### config.mk
export PLATFORM = sky130hd
export DESIGN_NAME = ser_tx_dbuf
export DESIGN_NICKNAME = d
export VERILOG_FILES = /design/src/rtl/ser_tx_pkg.sv /design/src/rtl/ser_tx_rst_sync.sv /design/src/rtl/ser_tx_hold_reg.sv /design/src/rtl/ser_tx_shifter.sv /design/src/rtl/ser_tx_dbuf.sv
export SDC_FILE = /design/constraint.sdc
export NUM_CORES = 1
export LEC_CHECK = 0
export BUFFER_PORTS_ARGS = -buffer_cell sky130_fd_sc_hd__buf_2
export CAP_MARGIN = 15
export CORE_AREA = 10 10 63 65
export DETAILED_ROUTE_END_ITERATION = 10
export DIE_AREA = 0 0 73 75
export HOLD_SLACK_MARGIN = 0.15
export PLACE_DENSITY = 0.8
export SYNTH_ARGS = -nofsm -noshare
export SYNTH_HDL_FRONTEND = slang
export SYNTH_SLANG_ARGS = --single-unit
### constraint.sdc
create_clock -name clk -period 1.3 [get_ports clk]
set_clock_uncertainty 0.15 [all_clocks]
set_input_delay 0.065 -clock clk [delete_from_list [all_inputs] [get_ports clk]]
set_output_delay 0.065 -clock clk [all_outputs]
set_load 0.03 [all_outputs]
### src/rtl/ser_tx_pkg.sv
package ser_tx_pkg;
  typedef enum logic [2:0] {
    ST_IDLE  = 3'd0,
    ST_PEND  = 3'd1,
    ST_START = 3'd2,
    ST_DATA  = 3'd3,
    ST_STOP  = 3'd4
  } tx_state_e;
endpackage

### src/rtl/ser_tx_rst_sync.sv
module ser_tx_rst_sync #(
  parameter int STAGES = 2
) (
  input  logic clk,
  input  logic rst_n,
  output logic rst_n_sync
);
  logic [STAGES-1:0] sync_q;

  always_ff @(posedge clk or negedge rst_n) begin
    if (!rst_n) sync_q <= '0;
    else        sync_q <= {sync_q[STAGES-2:0], 1'b1};
  end

  assign rst_n_sync = sync_q[STAGES-1];
endmodule

### src/rtl/ser_tx_hold_reg.sv
module ser_tx_hold_reg #(
  parameter int WORD_W = 9
) (
  input  logic              clk,
  input  logic              rst_n,
  input  logic              active,
  input  logic              wr_valid,
  input  logic [WORD_W-1:0] wr_word,
  input  logic              xfer,
  output logic              full,
  output logic [WORD_W-1:0] word
);
  logic              full_d;
  logic              data_en;

  always_comb begin
    full_d  = full;
    data_en = 1'b0;
    if (!active) begin
      full_d = 1'b0;
    end else if (wr_valid) begin
      full_d  = 1'b1;
      data_en = 1'b1;
    end else if (xfer) begin
      full_d = 1'b0;
    end
  end

  always_ff @(posedge clk or negedge rst_n) begin
    if (!rst_n) full <= 1'b0;
    else        full <= full_d;
  end

  always_ff @(posedge clk or negedge rst_n) begin
    if (!rst_n)       word <= '0;
    else if (data_en) word <= wr_word;
  end
endmodule

### src/rtl/ser_tx_shifter.sv
module ser_tx_shifter
  import ser_tx_pkg::*;
#(
  parameter int DATA_W = 8
) (
  input  logic            clk,
  input  logic            rst_n,
  input  logic            active,
  input  logic            baud_tick,
  input  logic            xfer,
  input  logic [DATA_W:0] hold_word,
  input  logic            nine_bit_mode,
  output logic            take,
  output logic            line,
  output logic            idle
);
  localparam int CNT_W = $clog2(DATA_W + 1);
  localparam logic [CNT_W-1:0] LAST8 = CNT_W'(DATA_W - 1);
  localparam logic [CNT_W-1:0] LAST9 = CNT_W'(DATA_W);

  tx_state_e       state_q, state_d;
  logic [DATA_W:0] shreg_q, shreg_d;
  logic [CNT_W-1:0] cnt_q, cnt_d;
  logic            nine_q, nine_d;
  logic            line_q, line_d;
  logic [CNT_W-1:0] last_idx;

  assign last_idx = nine_q ? LAST9 : LAST8;
  assign take = active && ((state_q == ST_IDLE) ||
                           ((state_q == ST_STOP) && baud_tick));

  always_comb begin
    state_d = state_q;
    shreg_d = shreg_q;
    cnt_d   = cnt_q;
    nine_d  = nine_q;
    line_d  = line_q;
    if (!active) begin
      state_d = ST_IDLE;
      line_d  = 1'b1;
    end else begin
      case (state_q)
        ST_IDLE: begin
          line_d = 1'b1;
          if (xfer) begin
            shreg_d = hold_word;
            nine_d  = nine_bit_mode;
            state_d = ST_PEND;
          end
        end
        ST_PEND: begin
          if (baud_tick) begin
            line_d  = 1'b0;
            state_d = ST_START;
          end
        end
        ST_START: begin
          if (baud_tick) begin
            line_d  = shreg_q[0];
            shreg_d = shreg_q >> 1;
            cnt_d   = '0;
            state_d = ST_DATA;
          end
        end
        ST_DATA: begin
          if (baud_tick) begin
            if (cnt_q == last_idx) begin
              line_d  = 1'b1;
              state_d = ST_STOP;
            end else begin
              line_d  = shreg_q[0];
              shreg_d = shreg_q >> 1;
              cnt_d   = cnt_q + 1'b1;
            end
          end
        end
        ST_STOP: begin
          if (baud_tick) begin
            if (xfer) begin
              shreg_d = hold_word;
              nine_d  = nine_bit_mode;
              line_d  = 1'b0;
              state_d = ST_START;
            end else begin
              state_d = ST_IDLE;
            end
          end
        end
        default: begin
          state_d = ST_IDLE;
          line_d  = 1'b1;
        end
      endcase
    end
  end

  always_ff @(posedge clk or negedge rst_n) begin
    if (!rst_n) begin
      state_q <= ST_IDLE;
      shreg_q <= '0;
      cnt_q   <= '0;
      nine_q  <= 1'b0;
      line_q  <= 1'b1;
    end else begin
      state_q <= state_d;
      shreg_q <= shreg_d;
      cnt_q   <= cnt_d;
      nine_q  <= nine_d;
      line_q  <= line_d;
    end
  end

  assign line = line_q;
  assign idle = (state_q == ST_IDLE);
endmodule

### src/rtl/ser_tx_dbuf.sv
module ser_tx_dbuf #(
  parameter int DATA_W = 8
) (
  input  logic              clk,
  input  logic              rst_n,
  input  logic              port_en,
  input  logic              tx_en,
  input  logic              baud_tick,
  input  logic              nine_bit_mode,
  input  logic              wr_valid,
  input  logic [DATA_W-1:0] wr_data,
  input  logic              wr_bit9,
  output logic              tx_line,
  output logic              tx_oe,
  output logic              hold_empty,
  output logic              shift_empty
);
  localparam int WORD_W = DATA_W + 1;

  logic              rst_n_int;
  logic              active;
  logic              take;
  logic              xfer;
  logic              hold_full;
  logic [WORD_W-1:0] hold_word;
  logic              sh_idle;
  logic              sh_line;

  ser_tx_rst_sync #(.STAGES(2)) u_rst (
    .clk        (clk),
    .rst_n      (rst_n),
    .rst_n_sync (rst_n_int)
  );

  assign active = port_en && tx_en;
  assign xfer   = take && hold_full;

  ser_tx_hold_reg #(.WORD_W(WORD_W)) u_hold (
    .clk      (clk),
    .rst_n    (rst_n_int),
    .active   (active),
    .wr_valid (wr_valid),
    .wr_word  ({wr_bit9, wr_data}),
    .xfer     (xfer),
    .full     (hold_full),
    .word     (hold_word)
  );

  ser_tx_shifter #(.DATA_W(DATA_W)) u_shift (
    .clk           (clk),
    .rst_n         (rst_n_int),
    .active        (active),
    .baud_tick     (baud_tick),
    .xfer          (xfer),
    .hold_word     (hold_word),
    .nine_bit_mode (nine_bit_mode),
    .take          (take),
    .line          (sh_line),
    .idle          (sh_idle)
  );

  assign tx_line     = sh_line;
  assign tx_oe       = port_en;
  assign hold_empty  = !hold_full;
  assign shift_empty = sh_idle;
endmodule

==> impl_metrics.py <==
metrics = {
    "synth": {
        "ys_types": 39,
        "synth.most_common_cell": "dfrtp_1",
        "synthesis.area_sq_um": 1441,
        "yosys.area.top_type": "dfrtp_1",
        "ys.flop_type": "dfrtp_1",
        "seq_area_frac_synth_pct": 52.17,
        "synth_area_leaders": "dfrtp_1 (50%), mux2_2 (7.8%), a2bb2oi_1 (5.5%), o22ai_1 (3.5%), nand2_1 (2.6%)",
        "synth_commonest_cells": "dfrtp_1 (29), mux2_2 (10), nand2_1 (10)",
        "syn_avg_cell_area_sq_um": 10.92,
        "syn-num-nets": 149,
        "yosysWarnings": 0,
        "ys_ff_latch": 30,
        "synth_edf_count": 0,
        "async_reset_ff_share_pct": 100.0,
        "synth_top_area_share_pct": 50.35,
        "netlist_instances": 132,
    },
    "die": {
        "chipHeight_microns": 75,
        "io_pins": 20,
        "core_sq_um": 2710,
        "dieArea_sq_um": 5475,
        "initial_core_util_pct": 53.19,
        "row_count": 19,
        "die_w_microns": 73,
    },
    "global_route": {
        "grt.total_usage_pct": 19.62,
        "antenna_found_initial": 0,
        "grt_overflow_total": 0,
        "grt_pass1_vias": 1649,
        "grt_pass1_wl_mm": 8.355,
        "grt_max_degree": 22,
    },
    "setup_path": {
        "crit_path_max_fanout": 4,
        "start_kind": "register",
        "timing.rr.start": "u_shift.state_q[0]",
        "reg2reg_to": "u_shift.shreg_q[6]",
        "worst-setup-path-type": "register to register",
        "worstPathArrival_ps": 1860,
        "crit_path_end": "u_shift.shreg_q[6]",
        "reg2reg_depth": 6,
        "required_ps": 1400,
        "reg2reg_slack_ps": -450,
        "end_kind": "register",
        "startpoint": "u_shift.state_q[0]",
    },
    "clock_network": {
        "clkTransAtPathRegs_ps": 100,
        "clk_path_buf_depth": 2,
        "numCtsBuffers": 5,
        "clk_latency_ps": 350,
        "cts_tree": "done",
        "cts-root-buf": "clkbuf_4",
        "cts_htree_levels": 2,
        "cts.sinks": 30,
        "hold_buffers": 15,
    },
    "placed_design": {
        "dpl.hpwl_mm": 2.764,
        "io_buffer_count": 19,
        "dpl_cell_area_sq_um": 1877,
        "gp_congestion": 0.8809,
    },
    "route": {
        "dr.pass1.iters": 4,
        "drc_errors": 0,
        "drtIter0Drc": 174,
        "via_count": 1575,
        "drtAntennaViolNets": 0,
        "routedWlPerCell_microns": 25.36,
        "vias_per_cell": 6.377,
        "wl_mm": 6.265,
    },
    "min_path": {
        "hold_class": "register to asynchronous set/reset pin",
    },
    "sta": {
        "hold_viol": 0,
        "fmax_mhz": 570.3,
        "finalMaxSlewViolations": 0,
        "rsz0062_at_grt": "true",
        "layout_min_cycle_time_ps": 1753,
        "fin_crit_sh_pct": 134.9,
        "worst_slack_ps": -453.4,
        "fin_tns_setup_ps": -7097,
        "setup_viol": 22,
    },
    "power_and_ir_drop": {
        "pwr_density_cell_nw_per_um2": 931.0,
        "power.leakage_nw": 1.104,
        "max-vdd-ir-drop_v": 0.001051,
    },
    "cells_and_area": {
        "layout-drive-gt1-share_pct": 60.65,
        "design_area_sq_um": 2504,
        "num-fill-cells": 89,
        "nets": 233,
        "multi_input_area_sq_um": 933.4,
        "area_growth_pct": 73.70,
        "ff_latch_area_sq_um": 755.7,
        "diodes": 0,
    },
    "outcome": {
        "violations": "negative setup slack",
        "status": "complete, but fails checks",
    },
    "run": {
        "cap_violations": 0,
    },
}
==> stage by stage <==
step | power, mW | setup slack [ps] | cells | hold slack (ps) | util (%)
2_1_floorplan | 1.391 | -347.8 | 132 | -380.6 | -
3_3_place_gp | 1.517 | -348.8 | 212 | -298.7 | 69.25
3_5_place_dp | 1.549 | -443.2 | 212 | -299.6 | 69.25
4_1_cts | 2.151 | -332.4 | 243 | 32.12 | 85.83
6_report | 2.331 | -453.4 | 247 | 11.26 | 92.38
5_1_grt | 2.414 | -505.1 | 247 | 31.76 | 92.38
==> layer usage <==
| metal | global-route usage, % | up-vias | part of all wire (%) | wire length [microns] |
|---|---|---|---|---|
| met5 | 0 | - | 0 | 0 |
| met4 | 10.55 | 0 | 5.6 | 349 |
| met3 | 5.519 | 39 | 7.3 | 455 |
| met2 | 34.96 | 103 | 52 | 3260 |
| met1 | 20.49 | 771 | 35 | 2198 |
| li1 | - | 662 | - | - |
==> kinds of logic after synthesis <==
group | Yosys count | synth area share, %
AOI/OAI and AO/OA | 40 | 20.75
and+or+nand+nor | 39 | 14.24
DFF | 30 | 52.17
buffers and inverters | 11 | 3.906
muxes | 10 | 7.813
adders and majority gates | 1 | 0.8679
other | 1 | 0.2602
==> how the worst min path moves through the flow <==
stage,end
after global routing,u_shift.cnt_q[3]
final,u_shift.cnt_q[3]
after global placement,u_rst.sync_q[0]
after CTS,u_shift.cnt_q[3]
after detailed placement,u_rst.sync_q[1]
after floorplan,u_rst.sync_q[0]
==> final cells by class <==
type	instances	area share [%]
inverters	5	0.7496
well taps	31	1.549
multi-input cells	92	37.28
clock inverters	2	0.3998
repair buffers	82	28.34
clock buffers	5	1.499
flip-flops and latches	30	30.18
==> placed cells by master (no fill, tap or decap), drive strengths merged, types with 2 or more instances in the layout <==
cell / synthesis / routed
clkbuf: 1 / 5
nor3: 4 / 4
o31ai: 2 / 2
nand2b: 2 / 2
nand2: 10 / 10
buf: 5 / 67
a31oi: 2 / 2
inv: 5 / 5
o21a: 2 / 3
nor2: 8 / 8
mux2: 10 / 10
nor2b: 2 / 2
a22o: 3 / 3
clkinv: 0 / 2
a2bb2oi: 9 / 9
a21oi: 3 / 3
o21ai: 6 / 6
dlygate4sd3: 0 / 15
dfrtp: 29 / 29
o22ai: 8 / 8
nand3: 5 / 5
==> what timing repair did <==
action,CTS,global route
setup endpoints to repair,22,22
cloned,0,1
hold endpoints to repair,24,6
pin swaps,7,25
buffers inserted,9,5
resized for setup,43,34
==> registers in the layout, indices dropped and copies added, names as in the netlist <==
name             count
u_hold.full          1
u_shift.nine_q       1
u_shift.cnt_q        4
u_shift.line         1
u_shift.shreg_q      9
u_shift.state_q      3
u_hold.word          9
u_rst.sync_q         2
==> power breakdown <==
group / internal, mW / switching [mW] / total [mW] / leakage, nW
Combinational: 0.335 / 0.210 / 0.545 / 0.711
Clock: 0.194 / 0.346 / 0.540 / 0.0308
Sequential: 1.08 / 0.162 / 1.25 / 0.362
Total: 1.61 / 0.718 / 2.33 / 1.10
==> critical path, cell delays in order (launching register included) <==
cell       delay, ps
dfrtp_1          440
buf_6            150
nor2_4           130
nand3_1          160
a21oi_4          200
o21a_2           230
a2bb2oi_1        190
Note: power is estimated with default switching activity, not from simulation.
